File: src/rtl/abuf_pkg.sv
package abuf_pkg;
  typedef enum logic {SLOT_A = 1'b0, SLOT_B = 1'b1} slot_e;
  localparam int CTRL_EN_BIT  = 0;
  localparam int CTRL_IE_BIT  = 1;
  localparam int STAT_EMP_BIT = 0;
  localparam int STAT_UND_BIT = 1;
endpackage

File: src/rtl/abuf_hold_regs.sv
module abuf_hold_regs import abuf_pkg::*; #(
  parameter int DATA_W = 24
) (
  input  logic              clk_i,
  input  logic              rst_ni,
  input  logic              en_i,
  input  logic              frame_fire_i,
  input  logic              data_we_i,
  input  logic [DATA_W-1:0] wdata_i,
  output logic [DATA_W-1:0] hold_a_o,
  output logic [DATA_W-1:0] hold_b_o,
  output logic              b_wr_o
);
  slot_e ptr_q, ptr_eff;

  // frame strobe realigns the pointer before the write is applied
  assign ptr_eff = frame_fire_i ? SLOT_A : ptr_q;
  assign b_wr_o  = en_i && data_we_i && (ptr_eff == SLOT_B);

  always_ff @(posedge clk_i or negedge rst_ni) begin
    if (!rst_ni) begin
      hold_a_o <= '0;
      hold_b_o <= '0;
      ptr_q    <= SLOT_A;
    end else if (!en_i) begin
      ptr_q <= SLOT_A;
    end else if (data_we_i) begin
      if (ptr_eff == SLOT_A) begin
        hold_a_o <= wdata_i;
        ptr_q    <= SLOT_B;
      end else begin
        hold_b_o <= wdata_i;
        ptr_q    <= SLOT_A;
      end
    end else if (frame_fire_i) begin
      ptr_q <= SLOT_A;
    end
  end
endmodule

File: src/rtl/abuf_ctrl_regs.sv
module abuf_ctrl_regs (
  input  logic       clk_i,
  input  logic       rst_ni,
  input  logic       ctrl_we_i,
  input  logic [1:0] ctrl_wdata_i,
  input  logic       frame_fire_i,
  input  logic       b_wr_i,
  input  logic       stat_rd_i,
  output logic       en_o,
  output logic       ie_o,
  output logic       empty_o,
  output logic       underrun_o,
  output logic       irq_o
);
  always_ff @(posedge clk_i or negedge rst_ni) begin
    if (!rst_ni) begin
      en_o       <= 1'b0;
      ie_o       <= 1'b0;
      empty_o    <= 1'b1;
      underrun_o <= 1'b0;
    end else begin
      if (ctrl_we_i) begin
        en_o <= ctrl_wdata_i[0];
        ie_o <= ctrl_wdata_i[1];
      end
      if (!en_o || frame_fire_i) empty_o <= 1'b1;
      else if (b_wr_i)           empty_o <= 1'b0;
      // set beats read-clear
      if (frame_fire_i && empty_o) underrun_o <= 1'b1;
      else if (stat_rd_i)          underrun_o <= 1'b0;
    end
  end

  assign irq_o = en_o && ie_o && empty_o;
endmodule

File: src/rtl/abuf_load_stage.sv
module abuf_load_stage #(
  parameter int DATA_W = 24
) (
  input  logic              clk_i,
  input  logic              rst_ni,
  input  logic              frame_fire_i,
  input  logic              chb_fire_i,
  input  logic [DATA_W-1:0] hold_a_i,
  input  logic [DATA_W-1:0] hold_b_i,
  output logic              load_valid_o,
  output logic [DATA_W-1:0] load_data_o
);
  logic [DATA_W-1:0] chb_buf_q;

  always_ff @(posedge clk_i or negedge rst_ni) begin
    if (!rst_ni) begin
      chb_buf_q    <= '0;
      load_data_o  <= '0;
      load_valid_o <= 1'b0;
    end else if (frame_fire_i) begin
      load_data_o  <= hold_a_i;
      chb_buf_q    <= hold_b_i;
      load_valid_o <= 1'b1;
    end else if (chb_fire_i) begin
      load_data_o  <= chb_buf_q;
      load_valid_o <= 1'b1;
    end else begin
      load_valid_o <= 1'b0;
    end
  end
endmodule

File: src/rtl/audio_pair_buffer.sv
module audio_pair_buffer import abuf_pkg::*; #(
  parameter int                DATA_W    = 24,
  parameter int                ADDR_W    = 2,
  parameter logic [ADDR_W-1:0] DATA_ADDR = 2'd0,
  parameter logic [ADDR_W-1:0] CTRL_ADDR = 2'd1,
  parameter logic [ADDR_W-1:0] STAT_ADDR = 2'd2
) (
  input  logic              clk_i,
  input  logic              rst_ni,
  input  logic              wr_en_i,
  input  logic              rd_en_i,
  input  logic [ADDR_W-1:0] addr_i,
  input  logic [DATA_W-1:0] wdata_i,
  output logic [DATA_W-1:0] rdata_o,
  input  logic              frame_start_i,
  input  logic              chb_start_i,
  output logic              load_valid_o,
  output logic [DATA_W-1:0] load_data_o,
  output logic              irq_o
);
  logic en, ie, empty, underrun, b_wr;
  logic frame_fire, chb_fire, data_we, ctrl_we, stat_rd;
  logic [DATA_W-1:0] hold_a, hold_b;

  assign data_we    = wr_en_i && (addr_i == DATA_ADDR);
  assign ctrl_we    = wr_en_i && (addr_i == CTRL_ADDR);
  assign stat_rd    = rd_en_i && (addr_i == STAT_ADDR);
  assign frame_fire = frame_start_i && en;
  assign chb_fire   = chb_start_i && en && !frame_start_i;

  abuf_hold_regs #(.DATA_W(DATA_W)) u_hold (
    .clk_i, .rst_ni, .en_i(en), .frame_fire_i(frame_fire), .data_we_i(data_we),
    .wdata_i, .hold_a_o(hold_a), .hold_b_o(hold_b), .b_wr_o(b_wr)
  );

  abuf_ctrl_regs u_ctrl (
    .clk_i, .rst_ni, .ctrl_we_i(ctrl_we), .ctrl_wdata_i(wdata_i[1:0]),
    .frame_fire_i(frame_fire), .b_wr_i(b_wr), .stat_rd_i(stat_rd),
    .en_o(en), .ie_o(ie), .empty_o(empty), .underrun_o(underrun), .irq_o
  );

  abuf_load_stage #(.DATA_W(DATA_W)) u_load (
    .clk_i, .rst_ni, .frame_fire_i(frame_fire), .chb_fire_i(chb_fire),
    .hold_a_i(hold_a), .hold_b_i(hold_b), .load_valid_o, .load_data_o
  );

  always_comb begin
    rdata_o = '0;
    if (rd_en_i) begin
      if (addr_i == CTRL_ADDR) begin
        rdata_o[CTRL_EN_BIT] = en;
        rdata_o[CTRL_IE_BIT] = ie;
      end else if (addr_i == STAT_ADDR) begin
        rdata_o[STAT_EMP_BIT] = empty;
        rdata_o[STAT_UND_BIT] = underrun;
      end
    end
  end
endmodule

File: config.mk
export PLATFORM = sky130hd
export DESIGN_NAME = audio_pair_buffer
export DESIGN_NICKNAME = d
export VERILOG_FILES = /design/src/rtl/abuf_pkg.sv /design/src/rtl/abuf_hold_regs.sv /design/src/rtl/abuf_ctrl_regs.sv /design/src/rtl/abuf_load_stage.sv /design/src/rtl/audio_pair_buffer.sv
export SDC_FILE = /design/constraint.sdc
export NUM_CORES = 1
export LEC_CHECK = 0
export BUFFER_PORTS_ARGS = -buffer_cell sky130_fd_sc_hd__buf_2
export CORE_AREA = 5 5 138 74
export DETAILED_ROUTE_END_ITERATION = 10
export DIE_AREA = 0 0 143 79
export PLACE_DENSITY = 0.73
export SLEW_MARGIN = 25
export SYNTH_ARGS = -nofsm -noshare
export SYNTH_HDL_FRONTEND = slang
export SYNTH_SLANG_ARGS = --single-unit
File: constraint.sdc
create_clock -name clk_i -period 4 [get_ports clk_i]
set_input_delay 1 -clock clk_i [delete_from_list [all_inputs] [get_ports clk_i]]
set_output_delay 1 -clock clk_i [all_outputs]
set_load 0.01 [all_outputs]
**Yosys cells after proc, flatten, opt, wreduce, memory -nomap -nowiden**

Cells that the tools add are included.

- Latch bits: 0
- Output and inout port bits: 50
- Register bits: 102
- Input port bits: 32
- Memory bits (writable): 0
- Memories kept: 0
- Memory bits (read-only): 0
- Word-level logic and storage cells: 48

- Eq/ne operators: 2
- $mul: 0
- $lt $le $gt $ge: 0
- Muxes and demuxes: 15
- Add/subtract/negate cells: 0
- Divide/modulo/power cells: 0
- Reductions and logical operators: 20
- Shift-type cells: 0
- Bitwise gates (word level): 1

Operators by type and width:

| cell | count |
|---|---|
| $mux W24 | 2 |
| $logic_and A1 B1 Y1 | 11 |
| $mux W1 | 10 |
| $mux W2 | 3 |
| $reduce_and A3 Y1 | 2 |
| $reduce_bool A2 Y1 | 3 |
| $eq A2 B1 Y1 const B | 1 |
| $eq A2 B2 Y1 const B | 1 |
| $logic_not A1 Y1 | 2 |
| $logic_not A2 Y1 | 1 |
| $logic_or A1 B1 Y1 | 1 |
| $not A1 Y1 | 1 |

**Logic depth before layout (Yosys ltp)**

- Depth after elaboration: 6
- Gate-level depth with buffers: 9
- Mapped depth without buffers: 5

**By module**

From an unflattened synthesis, not the netlist that was laid out.

- Cells, all modules: 314
- Area total of the unflattened synthesis: 4,494.3 µm²

By module, submodules not included:

| module | instances | sequential area each (µm²) | area an instance (µm²) | cells an instance |
|---|---|---|---|---|
| abuf_load_stage | 1 | 1,226.2 | 2,142.1 | 157 |
| abuf_hold_regs | 1 | 1,226.2 | 1,948.1 | 108 |
| audio_pair_buffer | 1 | 0.0 | 247.7 | 37 |
| abuf_ctrl_regs | 1 | 101.3 | 156.4 | 12 |

**Least setup slack after synthesis**

Ideal clock, no wire load.

- Path kind: input -> register
- Start point: in frame_start_i
- End point: reg u_hold.hold_a_o[10]
- Data arrival time: 2,689 ps
- Setup slack: 1,186 ps
- Required time: 3,875 ps
- Cell stages on the path: 9
- Cells stage by stage: buf_2 -> nand2_2 -> buf_4 -> buf_2 -> nand2_1 -> ha_1 -> nand2_1 -> buf_2 -> mux2_2

- Cells in the longest elaborated chain, start to end: 4

Ends and longest elaborated chain:

| element | line | RTL |
|---|---|---|
| start, declared | audio_pair_buffer.sv:15 | `input logic frame_start_i,` |
| $logic_and A1 B1 Y1 | audio_pair_buffer.sv:28 | `assign frame_fire = frame_start_i && en;` |
| $mux W1 | n/a |  |
| $not A1 Y1 (no source line) | n/a |  |
| $reduce_and A3 Y1 (no source line) | n/a |  |
| end signal, assigned | abuf_hold_regs.sv:29 | `hold_a_o <= wdata_i;` |
| end, declared | abuf_hold_regs.sv:10 | `output logic [DATA_W-1:0] hold_a_o,` |

Every way passes these cells.
A chain may end at the register's enable or synchronous reset.

**Worst setup path after layout**

- Start point: in addr_i[0]
- End point: out rdata_o[0]

- Cells in the longest elaborated chain, start to end: 4

Ends and longest elaborated chain:

| element | line | RTL |
|---|---|---|
| start, declared | audio_pair_buffer.sv:12 | `input logic [ADDR_W-1:0] addr_i,` |
| $eq A2 B2 Y1 | audio_pair_buffer.sv:53 | `end else if (addr_i == STAT_ADDR) begin` |
| $mux W2 | audio_pair_buffer.sv:53 |  |
| $mux W2 (*) | audio_pair_buffer.sv:50 | `if (addr_i == CTRL_ADDR) begin` |
| $mux W2 (*) | audio_pair_buffer.sv:49 | `if (rd_en_i) begin` |
| end, declared | audio_pair_buffer.sv:14 | `output logic [DATA_W-1:0] rdata_o,` |

Every way passes the cells marked *; elsewhere a longest branch is shown, timed or not.

==> results.yml <==
timing:
  relSlewSlack: 0.412
  fmax_mhz: 367
  final.setup.tns_ps: 0
  tightest_slew_ps: 882
  finalHoldViolCount: 0
  drv_slew: 0
  period_needed_ps: 2720
  layout_setup_ws_ps: 1280
  whs_ps: 465
  rsz0062_at_grt: "no"
  setup_viol: 0
  fin_skew_ps: 7.04
  period_share: 0.681
floorplanning:
  io_pins: 82
  die_h_um: 79
  die_width_um: 143
  start_util: 0.482
  core-area_um2: 9040
  rows: 25
  dieArea_um2: 11300
drt:
  first_pass_iters: 4
  avgRoutedWirePerCell_um: 15.2
  via_per_inst: 4.83
  wirelength_um: 8210
  postRouteAntennaNets: 0
  num_vias: 2614
  drt_iter0_drc: 88
  post-route-drc-count: 0
critical_path:
  worstPathArrival_ps: 1720
  reg2reg_from: "u_ctrl.en_o$_DFFE_PN0P_"
  startpoint_type: "input pin"
  crit_chain: "buf_2, and2b_1, a22oi_1, nor2b_1, buf_2"
  startpoint: "addr_i[0]"
  worst_r2r_path_depth: 6
  end_kind: "primary output"
  path_buf_inv: 2
  r2r_slack_ps: 1940
  crit_end: "rdata_o[0]"
  critPathSlowestCell: "and2b_1"
  crit_cells: 5
  cp.required_ps: 3000
  path_delay_family: "simple AND/OR/NAND/NOR gates"
  cp_max_fo: 4
  crit_type: "in2out"
  max_stage_delay_ps: 200
  r2r-end: "u_hold.hold_a_o[18]$_DFFE_PN0P_"
  path_common_cell: "buf_2"
run:
  cap_violations: 0
placed_design:
  gp_congestion: 0.718
  dpl.hpwl_um: 5480
  dp_cells: 524
  io_buffers: 59
  place_ws_ps: 1250
yosys:
  synth_cells: 359
  synth-edff-count: 0
  syn_area_um2: 4350
  synth_top_area_cell: "dfrtp_1"
  synth_top_area_share: 0.581
  avgSynthCellArea_um2: 12.1
  async_reset_ff_frac: 1.00
  seq_area_frac_synth: 0.587
  ys_top_cells_by_area: "dfrtp_1 58%, nand2_1 8.5%, mux2_2 8.0%"
  yosysWarningCount: 0
  synthDistinctLibCells: 30
  synth_ff_type: "dfrtp_1"
  ys_seq_elements: 102
clock_tree:
  numCtsBuffers: 9
  cts_tree: "yes"
  post-cts-setup-buffers: 0
  clk_latency_ps: 350
  clkTransAtPathRegs_ps: 60
  cts_resized: 0
  cts_root_buf: "clkbuf_16"
  clockBufferDepth: 2
  ctsHoldBuffers: 0
  cts_sinks: 102
  htreeDepth: 3
power:
  vdd_ir_drop_max_mv: 0.267
  p_per_area_nw_per_um2: 558
  power_leakage_nw: 2.62
layout:
  layoutNonFillerInstCount: 541
  antenna_cells: 0
  layout-drive-gt1-share: 0.319
  final_common_cell: "dfrtp_1"
  nNetsFinal: 448
  area_growth_pct: 14.2
  final_cell_mix: "101 x dfrtp_1, 99 x nand2_1, 58 x buf_2"
global_route:
  grt_use_total: 0.156
  gr-total-overflow: 0
  grt_pass1_wl_um: 13300
  grt_antenna_before_repair: 0
  grt_pass1_vias: 2586
  grt_start_max_net_pins: 74
worst_hold_path:
  min_delay_path_depth: 2
  hold_path.class: "reg2reg"
run_status:
  status: "finished clean"
through the flow:
| step | area, um^2 | power (W) | util |
|---|---|---|---|
| floorplan | 4430 | 0.00168 | - |
| global placement | 4620 | 0.00184 | 0.512 |
| detailed placement | 4630 | 0.00186 | 0.512 |
| CTS | 4940 | 0.00279 | 0.547 |
| global route | 4970 | 0.00293 | 0.550 |
| finish | 4970 | 0.00277 | 0.550 |
layout make-up:
| type | instances | area [um^2] |
|---|---|---|
| clock buffers | 12 | 246 |
| fillers | 807 | 4070 |
| inverters | 1 | 3.75 |
| well taps | 121 | 151 |
| flip-flops and latches | 102 | 2550 |
| repair buffers | 64 | 355 |
| multi-input cells | 237 | 1590 |
| clock inverters | 4 | 70.1 |
cell families (layout without fill, tap and decap cells):
| logic type | Yosys count | after routing | synth area share |
|---|---|---|---|
| AO/OA/AOI/OAI | 28 | 28 | 0.0359 |
| AND/OR/NAND/NOR | 115 | 115 | 0.111 |
| multiplexers | 71 | 71 | 0.194 |
| flip-flops | 102 | 102 | 0.587 |
| other | 1 | 22 | 0.000861 |
| buffers and inverters | 41 | 81 | 0.0687 |
| adder cells (fa/ha/maj) | 1 | 1 | 0.00287 |
sequential cells by signal (all words and copies together), names as in the netlist:
signal and cells:
u_hold.ptr_q 1, u_ctrl.ie_o 1, u_hold.hold_a_o 24, u_ctrl.underrun_o 1, u_ctrl.en_o 1, u_ctrl.empty_o 1, u_load.load_valid_o 1, u_load.load_data_o 24
u_hold.hold_b_o 24, u_load.chb_buf_q 24
synthesized netlist by cell type (2+ instances only):
| library cell | n |
|---|---|
| buf_6 | 2 |
| buf_4 | 23 |
| dfrtp_1 | 101 |
| mux2i_1 | 21 |
| mux2_4 | 19 |
| nor2b_1 | 7 |
| o21ai_0 | 21 |
| a22oi_1 | 2 |
| buf_12 | 2 |
| buf_2 | 9 |
| nand2_1 | 99 |
| mux2_2 | 31 |
| a31oi_1 | 3 |
| clkbuf_1 | 3 |
layer usage:
| layer | vias to the layer above | wire, um | global-route usage |
|---|---|---|---|
| met4 | 0 | 104 | 0.0550 |
| met3 | 11 | 487 | 0.0542 |
| met2 | 59 | 3640 | 0.227 |
| met5 | - | 0 | 0 |
| met1 | 1292 | 3970 | 0.217 |
| li1 | 1252 | - | - |
tightest hold or removal path: cells and delay by family (launching register included):
family	cells	cell delay (ps)
flops	1	340
simple gates	2	100
how the worst min path moves through the flow:
| stage | slack (ps) | from | to |
|---|---|---|---|
| finish | 470 | u_load.chb_buf_q[5]$_DFFE_PN0P_ | u_load.chb_buf_q[5]$_DFFE_PN0P_ |
| detailed placement | 460 | u_load.chb_buf_q[5]$_DFFE_PN0P_ | u_load.chb_buf_q[5]$_DFFE_PN0P_ |
| CTS | 470 | u_load.chb_buf_q[5]$_DFFE_PN0P_ | u_load.chb_buf_q[5]$_DFFE_PN0P_ |
| global placement | 450 | u_load.chb_buf_q[21]$_DFFE_PN0P_ | u_load.chb_buf_q[21]$_DFFE_PN0P_ |
| floorplan | 430 | u_load.chb_buf_q[21]$_DFFE_PN0P_ | u_load.chb_buf_q[21]$_DFFE_PN0P_ |
| global route | 490 | u_load.chb_buf_q[5]$_DFFE_PN0P_ | u_load.chb_buf_q[5]$_DFFE_PN0P_ |
power breakdown:
group / internal [W] / leakage (nW) / switching, W
sequential: 0.00124 / 1.34 / 0.000112
clock: 0.000563 / 0.157 / 0.000364
combinational: 0.000237 / 1.12 / 0.000253
total: 0.00204 / 2.62 / 0.000730
Note: power is estimated with default switching activity, not from simulation.
